[src/rtl/serial_frame_pkg.sv]
package serial_frame_pkg;

  localparam int FRAC_BITS = 8;

  typedef enum logic [2:0] {
    PAR_NONE = 3'd0,
    PAR_ODD  = 3'd1,
    PAR_EVEN = 3'd2,
    PAR_ZERO = 3'd3,
    PAR_ONE  = 3'd4
  } parity_mode_e;

  typedef enum logic [2:0] {
    ST_IDLE,
    ST_START,
    ST_DATA,
    ST_PARITY,
    ST_STOP
  } lane_state_e;

  // Strobes from a lane's control to its datapath, at most one per clock.
  typedef struct packed {
    logic takeStart;
    logic shiftBit;
    logic takeParity;
    logic takeStop;
  } lane_strobe_t;

endpackage

[src/rtl/lane_datapath.sv]
module lane_datapath
  import serial_frame_pkg::*;
#(
  parameter int MAX_BITS    = 9,
  parameter int SYNC_STAGES = 2
) (
  input  logic                clk,
  input  logic                rst,
  input  logic                lineIn,
  input  logic [3:0]          cfgDataBits,
  input  logic [2:0]          cfgParity,
  input  logic                cfgMsbFirst,
  input  lane_strobe_t        strobe,
  output logic                fallSeen,
  output logic                frameValid,
  output logic [MAX_BITS-1:0] frameData,
  output logic                parityErr,
  output logic                startErr,
  output logic                stopErr
);

  localparam int WARM_MAX = SYNC_STAGES + 1;
  localparam int WARM_W   = $clog2(WARM_MAX + 1);

  logic [SYNC_STAGES-1:0] syncChain;
  logic                   lineSync;
  logic                   prevSync;
  logic [WARM_W-1:0]      warmCnt;
  logic                   primed;
  logic [MAX_BITS-1:0]    wordQ;
  logic                   startBadQ;
  logic                   parBadQ;
  logic                   parityMismatch;
  logic                   onesOdd;

  // Synchronizer chain; its depth is a parameter.
  generate
    if (SYNC_STAGES == 1) begin : g_sync_single
      always_ff @(posedge clk) begin
        if (rst) syncChain <= '1;
        else     syncChain <= lineIn;
      end
    end else begin : g_sync_chain
      always_ff @(posedge clk) begin
        if (rst) syncChain <= '1;
        else     syncChain <= {syncChain[SYNC_STAGES-2:0], lineIn};
      end
    end
  endgenerate

  assign lineSync = syncChain[SYNC_STAGES-1];

  // The warm-up count makes sure the previous sample was taken after reset.
  always_ff @(posedge clk) begin
    if (rst) begin
      warmCnt  <= '0;
      prevSync <= 1'b1;
    end else begin
      prevSync <= lineSync;
      if (warmCnt != WARM_W'(WARM_MAX)) warmCnt <= warmCnt + 1'b1;
    end
  end

  assign primed   = (warmCnt == WARM_W'(WARM_MAX));
  assign fallSeen = primed & prevSync & ~lineSync;

  // Parity check of the word held so far against the current line bit.
  assign onesOdd = (^wordQ) ^ lineSync;

  always_comb begin
    case (parity_mode_e'(cfgParity))
      PAR_ODD:  parityMismatch = ~onesOdd;
      PAR_EVEN: parityMismatch = onesOdd;
      PAR_ZERO: parityMismatch = lineSync;
      PAR_ONE:  parityMismatch = ~lineSync;
      default:  parityMismatch = 1'b0;
    endcase
  end

  // Word assembly and per-frame flags.
  always_ff @(posedge clk) begin
    if (rst) begin
      wordQ     <= '0;
      startBadQ <= 1'b0;
      parBadQ   <= 1'b0;
    end else if (strobe.takeStart) begin
      wordQ     <= '0;
      startBadQ <= lineSync;
      parBadQ   <= 1'b0;
    end else if (strobe.shiftBit) begin
      if (cfgMsbFirst)
        wordQ <= {wordQ[MAX_BITS-2:0], lineSync};
      else
        wordQ <= (wordQ >> 1) | (MAX_BITS'(lineSync) << (cfgDataBits - 4'd1));
    end else if (strobe.takeParity) begin
      parBadQ <= parityMismatch;
    end
  end

  // Registered outputs.
  always_ff @(posedge clk) begin
    if (rst) begin
      frameValid <= 1'b0;
      frameData  <= '0;
      parityErr  <= 1'b0;
      startErr   <= 1'b0;
      stopErr    <= 1'b0;
    end else begin
      frameValid <= strobe.takeStop;
      if (strobe.takeStop) begin
        frameData <= wordQ;
        parityErr <= parBadQ;
        startErr  <= startBadQ;
        stopErr   <= ~lineSync;
      end
    end
  end

  // the frame strobe never lasts two clocks.
  p_valid_pulse_r10: assert property (@(posedge clk) disable iff (rst)
    frameValid |=> !frameValid);

  // the word carries nothing above the set width.
  p_width_clean_r3: assert property (@(posedge clk) disable iff (rst)
    frameValid |-> ((frameData >> cfgDataBits) == '0));

  // no parity sample is taken while parity is off.
  p_no_parity_take_r7: assert property (@(posedge clk) disable iff (rst)
    strobe.takeParity |-> (cfgParity != 3'(PAR_NONE)));

  // a stuck-zero parity flag is set exactly by a set parity bit.
  p_zero_mode_r6: assert property (@(posedge clk) disable iff (rst)
    (strobe.takeParity && cfgParity == 3'(PAR_ZERO)) |=> (parBadQ == $past(lineSync)));

endmodule

[src/rtl/lane_control.sv]
module lane_control
  import serial_frame_pkg::*;
#(
  parameter int PERIOD_W = 24
) (
  input  logic                clk,
  input  logic                rst,
  input  logic [PERIOD_W-1:0] cfgPeriod,
  input  logic [3:0]          cfgDataBits,
  input  logic [2:0]          cfgParity,
  input  logic                fallSeen,
  output lane_strobe_t        strobe,
  output logic                busy
);

  localparam int REM_W = PERIOD_W + 2;
  localparam logic signed [REM_W-1:0] ONE_CLOCK = REM_W'(1 << FRAC_BITS);

  lane_state_e              state;
  logic signed [REM_W-1:0]  remTime;
  logic signed [REM_W-1:0]  remNow;
  logic signed [REM_W-1:0]  periodS;
  logic signed [REM_W-1:0]  halfS;
  logic [3:0]               bitIdx;
  logic                     hit;
  logic                     lastData;
  logic                     parityOn;

  assign periodS  = $signed({2'b00, cfgPeriod});
  assign halfS    = $signed({3'b000, cfgPeriod[PERIOD_W-1:1]});
  assign remNow   = remTime - ONE_CLOCK;
  assign busy     = (state != ST_IDLE);
  assign hit      = busy && (remNow <= 0);
  assign lastData = ((bitIdx + 4'd1) == cfgDataBits);
  assign parityOn = (cfgParity != 3'(PAR_NONE));

  always_comb begin
    strobe = '0;
    if (hit) begin
      case (state)
        ST_START:  strobe.takeStart  = 1'b1;
        ST_DATA:   strobe.shiftBit   = 1'b1;
        ST_PARITY: strobe.takeParity = 1'b1;
        ST_STOP:   strobe.takeStop   = 1'b1;
        default:   strobe = '0;
      endcase
    end
  end

  always_ff @(posedge clk) begin
    if (rst) begin
      state   <= ST_IDLE;
      remTime <= '0;
      bitIdx  <= '0;
    end else begin
      if (state == ST_IDLE) begin
        if (fallSeen) begin
          state   <= ST_START;
          remTime <= halfS;
        end
      end else begin
        remTime <= hit ? (remNow + periodS) : remNow;
        if (hit) begin
          case (state)
            ST_START: begin
              state  <= ST_DATA;
              bitIdx <= '0;
            end
            ST_DATA: begin
              bitIdx <= bitIdx + 4'd1;
              if (lastData) state <= parityOn ? ST_PARITY : ST_STOP;
            end
            ST_PARITY: state <= ST_STOP;
            default:   state <= ST_IDLE;
          endcase
        end
      end
    end
  end

  // a frame opens only after a fall reported by the datapath.
  p_start_on_fall_r1: assert property (@(posedge clk) disable iff (rst)
    $rose(busy) |-> $past(fallSeen));

  // at most one bit is sampled per clock.
  p_one_strobe_r2: assert property (@(posedge clk) disable iff (rst)
    $onehot0(strobe));

  // after the stop sample the lane is idle.
  p_stop_to_idle_r9: assert property (@(posedge clk) disable iff (rst)
    strobe.takeStop |=> !busy);

endmodule

[src/rtl/frame_lane.sv]
module frame_lane
  import serial_frame_pkg::*;
#(
  parameter int PERIOD_W    = 24,
  parameter int MAX_BITS    = 9,
  parameter int SYNC_STAGES = 2
) (
  input  logic                clk,
  input  logic                rst,
  input  logic                lineIn,
  input  logic [PERIOD_W-1:0] cfgPeriod,
  input  logic [3:0]          cfgDataBits,
  input  logic [2:0]          cfgParity,
  input  logic                cfgMsbFirst,
  output logic                frameValid,
  output logic [MAX_BITS-1:0] frameData,
  output logic                parityErr,
  output logic                startErr,
  output logic                stopErr
);

  lane_strobe_t strobe;
  logic         fallSeen;
  logic         busy;

  lane_control #(.PERIOD_W(PERIOD_W)) i_control (
    .clk         (clk),
    .rst         (rst),
    .cfgPeriod   (cfgPeriod),
    .cfgDataBits (cfgDataBits),
    .cfgParity   (cfgParity),
    .fallSeen    (fallSeen),
    .strobe      (strobe),
    .busy        (busy)
  );

  lane_datapath #(.MAX_BITS(MAX_BITS), .SYNC_STAGES(SYNC_STAGES)) i_datapath (
    .clk         (clk),
    .rst         (rst),
    .lineIn      (lineIn),
    .cfgDataBits (cfgDataBits),
    .cfgParity   (cfgParity),
    .cfgMsbFirst (cfgMsbFirst),
    .strobe      (strobe),
    .fallSeen    (fallSeen),
    .frameValid  (frameValid),
    .frameData   (frameData),
    .parityErr   (parityErr),
    .startErr    (startErr),
    .stopErr     (stopErr)
  );

  // no lane is busy in the clock after a reset.
  p_reset_idle_r12: assert property (@(posedge clk)
    $fell(rst) |-> !busy);

endmodule

[src/rtl/serial_frame_monitor.sv]
module serial_frame_monitor #(
  parameter int PERIOD_W    = 24,
  parameter int MAX_BITS    = 9,
  parameter int SYNC_STAGES = 2
) (
  input  logic                clk,
  input  logic                rst,
  input  logic [PERIOD_W-1:0] cfgPeriod,
  input  logic [3:0]          cfgDataBits,
  input  logic [2:0]          cfgParity,
  input  logic                cfgMsbFirst,
  input  logic                rxLine,
  input  logic                txLine,
  output logic                rxValid,
  output logic [MAX_BITS-1:0] rxData,
  output logic                rxParityErr,
  output logic                rxStartErr,
  output logic                rxStopErr,
  output logic                txValid,
  output logic [MAX_BITS-1:0] txData,
  output logic                txParityErr,
  output logic                txStartErr,
  output logic                txStopErr
);

  localparam int LANES = 2;

  logic [LANES-1:0]    laneLine;
  logic [LANES-1:0]    laneValid;
  logic [MAX_BITS-1:0] laneData [LANES];
  logic [LANES-1:0]    laneParErr;
  logic [LANES-1:0]    laneStartErr;
  logic [LANES-1:0]    laneStopErr;

  assign laneLine = {txLine, rxLine};

  generate
    for (genvar g = 0; g < LANES; g++) begin : g_lane
      frame_lane #(
        .PERIOD_W    (PERIOD_W),
        .MAX_BITS    (MAX_BITS),
        .SYNC_STAGES (SYNC_STAGES)
      ) i_lane (
        .clk         (clk),
        .rst         (rst),
        .lineIn      (laneLine[g]),
        .cfgPeriod   (cfgPeriod),
        .cfgDataBits (cfgDataBits),
        .cfgParity   (cfgParity),
        .cfgMsbFirst (cfgMsbFirst),
        .frameValid  (laneValid[g]),
        .frameData   (laneData[g]),
        .parityErr   (laneParErr[g]),
        .startErr    (laneStartErr[g]),
        .stopErr     (laneStopErr[g])
      );
    end
  endgenerate

  assign rxValid     = laneValid[0];
  assign rxData      = laneData[0];
  assign rxParityErr = laneParErr[0];
  assign rxStartErr  = laneStartErr[0];
  assign rxStopErr   = laneStopErr[0];
  assign txValid     = laneValid[1];
  assign txData      = laneData[1];
  assign txParityErr = laneParErr[1];
  assign txStartErr  = laneStartErr[1];
  assign txStopErr   = laneStopErr[1];

endmodule

[config.mk]
export PLATFORM = sky130hd
export DESIGN_NAME = serial_frame_monitor
export DESIGN_NICKNAME = d
export VERILOG_FILES = /design/src/rtl/serial_frame_pkg.sv /design/src/rtl/lane_datapath.sv /design/src/rtl/lane_control.sv /design/src/rtl/frame_lane.sv /design/src/rtl/serial_frame_monitor.sv
export SDC_FILE = /design/constraint.sdc
export NUM_CORES = 1
export LEC_CHECK = 0
export CAP_MARGIN = 5
export CORE_MARGIN = 10
export CORE_UTILIZATION = 50
export CTS_CLUSTER_SIZE = 16
export DETAILED_ROUTE_END_ITERATION = 10
export DONT_BUFFER_PORTS = 1
export GPL_ROUTABILITY_DRIVEN = 0
export GPL_TIMING_DRIVEN = 1
export PLACE_DENSITY_LB_ADDON = 0.1
export SLEW_MARGIN = 20
export SYNTH_ARGS = -nofsm -noshare
export SYNTH_HDL_FRONTEND = slang
export SYNTH_SLANG_ARGS = --single-unit
[constraint.sdc]
create_clock -name clk -period 5.42 [get_ports clk]
set_clock_uncertainty 0.2 [all_clocks]
set_input_delay 0.542 -clock clk [delete_from_list [all_inputs] [get_ports clk]]
set_output_delay 0.542 -clock clk [all_outputs]
set_load 0.1 [all_outputs]
==> out/metrics.cfg <==
[status]
status=finished, final reports clean

[die]
std_cell_rows=49
die_w_um=156
start_util_pct=51.1
die_h_um=156
coreArea_mm2=0.0181
die-area_mm2=0.0243
io_pins=62

[setup_path]
path_max_fanout=8
crit_type=reg2reg
regToRegEndpoint=g_lane[1].i_lane.i_control.remTime[21]$_SDFFE_PP0P_
ff2ff_setup_slack_ps=1170
crit_required_ps=5510
reg2reg_depth=14
arrival_ps=4340
endpoint_kind=register
crit_start=g_lane[1].i_lane.i_control.remTime[8]$_SDFFE_PP0P_
r2r_start=g_lane[1].i_lane.i_control.remTime[8]$_SDFFE_PP0P_
critPathLaunchType=register

[logic_synthesis]
yosysMostFrequentCell=nor2_1
syn_avg_cell_area_um2=8.03
syn_inst=1152
synth_top_family_by_area=simple AND/OR/NAND/NOR gates
synth-edff-count=0
yosys.area.top_type=dfxtp_1
synth-seq-cells=124
synth-compound-area-share_pct=21.5
ys_seq_area_share_pct=26.8
yosysWarnings=0
synth_nets=1251
synth_ff_type=dfxtp_1
yosys-top-cells-area=dfxtp_1 27%, ha_1 8.3%, mux2i_1 6.7%
synth-xor-area-share_pct=9.47
muxShareOfSynthArea_pct=7.69
synthArstFlopShare_pct=0
yosys.area_share.simple_pct=22.1
ys_types=72
synth_top_area_share_pct=26.8
synth_area_mm2=0.00925
yosys-top-cells-count=155 x nor2_1, 124 x dfxtp_1, 87 x a21oi_1
synthAdderAreaFrac_pct=8.69

[sta]
rsz0062_at_grt=no
fin_crit_sh_pct=78.4
drv_slew=0
whs_ps=28.3
worst_slack_ps=1170
setup_tns_ps=0
worst_pin_slew_ps=1010
fmax_mhz=235
layout_min_cycle_time_ps=4250
hold_violations=0
setup_viol=0
relSlewSlack_pct=32.1

[routing]
drtAntennaViolNets=0
firstDrtPassIters=5
route.detailed.drc=0
via_per_inst=6.05
wire_per_inst_um=18.4
route.vias.total=8241
drt-initial-drc-count=616
wl_um=25100

[cts]
htree_levels=4
numCtsBuffers=17
postCtsSetupBuffers=0
cts_tree=built
cts_resized=0
clockRootBuffer=clkbuf_16
cts_max_path_buffers=2
numClockSinks=124
clock_latency_ps=430
clk_pin_slew_ps=60

[layout]
post-route-util_pct=55.3
fin_area_mm2=0.0100
final_nets=1220
area_delta_synth_final_pct=8.21
antenna_cells=0
stdcell_count=1363
final_layout_size_suffix_gt1_share_pct=7.23

[power_and_ir_drop]
finalPower_mw=5.09
powerDensity_mw_per_mm2=509
leakagePower_nw=3.96
vdd_drop_max_mv=0.313

[placement]
placed_cells=1327
dp_hpwl_um=17900
pre_cts_ws_ps=1190
port_buffers=0
dpl_cell_area_mm2=0.00936

[grt]
grt_pass1_wl_um=40700
grt_usage_pct=20.6
antenna_found_initial=0
grt_start_max_net_pins=88
overflow=0
grt_pass1_vias=7666

[worst_hold_path]
min_to=g_lane[1].i_lane.i_datapath.prevSync$_SDFF_PP1_
hp-start=rst
holdPathStages=1
hp-class=in2reg

[job]
drv_cap=0

[critical path, cell delays in order (launching register included)]
cell	delay, ps
dfxtp_1	360
inv_1	130
ha_1	190
nor3b_2	370
nand2_1	170
or4_1	440
xnor2_1	330
ha_1	380
and2_1	190
a221o_1	310
a31oi_1	220
o21ai_0	250
xor2_1	200
a221oi_1	290
a211oi_1	80
[layout make-up]
type	count	area (um^2)
sequential	124	2480
timing repair buffer	13	125
clock buffer	18	439
inverter	22	82.6
multi-input combinational	943	6440
tap	229	287
clock inverter	14	150
fill	1707	8080
[per-layer routing]
metal  global-route usage [%]  vias up  wire length, um
li1                         -     4157                -
met1                     29.9     3894            12800
met2                     30.2      174            10700
met3                     4.55       16             1350
met4                     4.50        0              199
met5                        0        -                0
[worst max path at each step]
stage	endpoint	slack [ps]	cells past startpoint
6_report	g_lane[1].i_lane.i_control.remTime[21]$_SDFFE_PP0P_	1170	14
5_1_grt	g_lane[1].i_lane.i_control.remTime[21]$_SDFFE_PP0P_	820	14
4_1_cts	g_lane[1].i_lane.i_control.remTime[21]$_SDFFE_PP0P_	1180	14
3_5_place_dp	g_lane[1].i_lane.i_control.remTime[21]$_SDFFE_PP0P_	1190	14
3_3_place_gp	g_lane[1].i_lane.i_control.remTime[21]$_SDFFE_PP0P_	1310	14
2_1_floorplan	g_lane[1].i_lane.i_control.remTime[21]$_SDFFE_PP0P_	1660	14
[registers in the layout, indices dropped and copies added, names as in the netlist]
name	cells
g_lane.i_lane.i_control.remTime	52
g_lane.i_lane.i_datapath.stopErr	2
g_lane.i_lane.i_control.state	6
g_lane.i_lane.i_datapath.frameData	18
g_lane.i_lane.i_datapath.parityErr	2
g_lane.i_lane.i_datapath.wordQ	18
g_lane.i_lane.i_datapath.startErr	2
g_lane.i_lane.i_datapath.startBadQ	2
g_lane.i_lane.i_datapath.parBadQ	2
g_lane.i_lane.i_datapath.prevSync	2
g_lane.i_lane.i_control.bitIdx	8
g_lane.i_lane.i_datapath.syncChain	4
g_lane.i_lane.i_datapath.warmCnt	4
g_lane.i_lane.i_datapath.frameValid	2
[where the power goes]
| part | internal (mW) | leakage (nW) | switching, mW |
|---|---|---|---|
| clock | 0.662 | 0.288 | 0.498 |
| sequential | 0.999 | 1.00 | 0.115 |
| combinational | 1.13 | 2.67 | 1.69 |
[cells in the final DEF (no fill, tap or decap), types with 13 or more instances in the layout]
cell type  count
nand3_1       25
nand4_1       13
clkbuf_16     17
nor3_1        31
nand2_1       86
a22oi_1       16
xor2_1        33
ha_1          61
nor2_1       155
o21ai_0       41
inv_1         22
xnor2_1       67
a211oi_1      35
a21o_1        23
dfxtp_1      124
a21oi_1       87
mux2i_1       62
[cell families after synthesis]
group	Yosys count
DFF	124
adders and majority gates	63
buffers and inverters	85
xor gates and xnor gates	100
and+or+nand+nor	413
AOI/OAI and AO/OA	297
muxes	70
[what timing repair did]
action	4_1_cts	5_1_grt
hold buffers	4	0
endpoints found under the setup margin	0	0
endpoints found under the hold margin	89	0
Note: power is estimated with default switching activity, not from simulation.
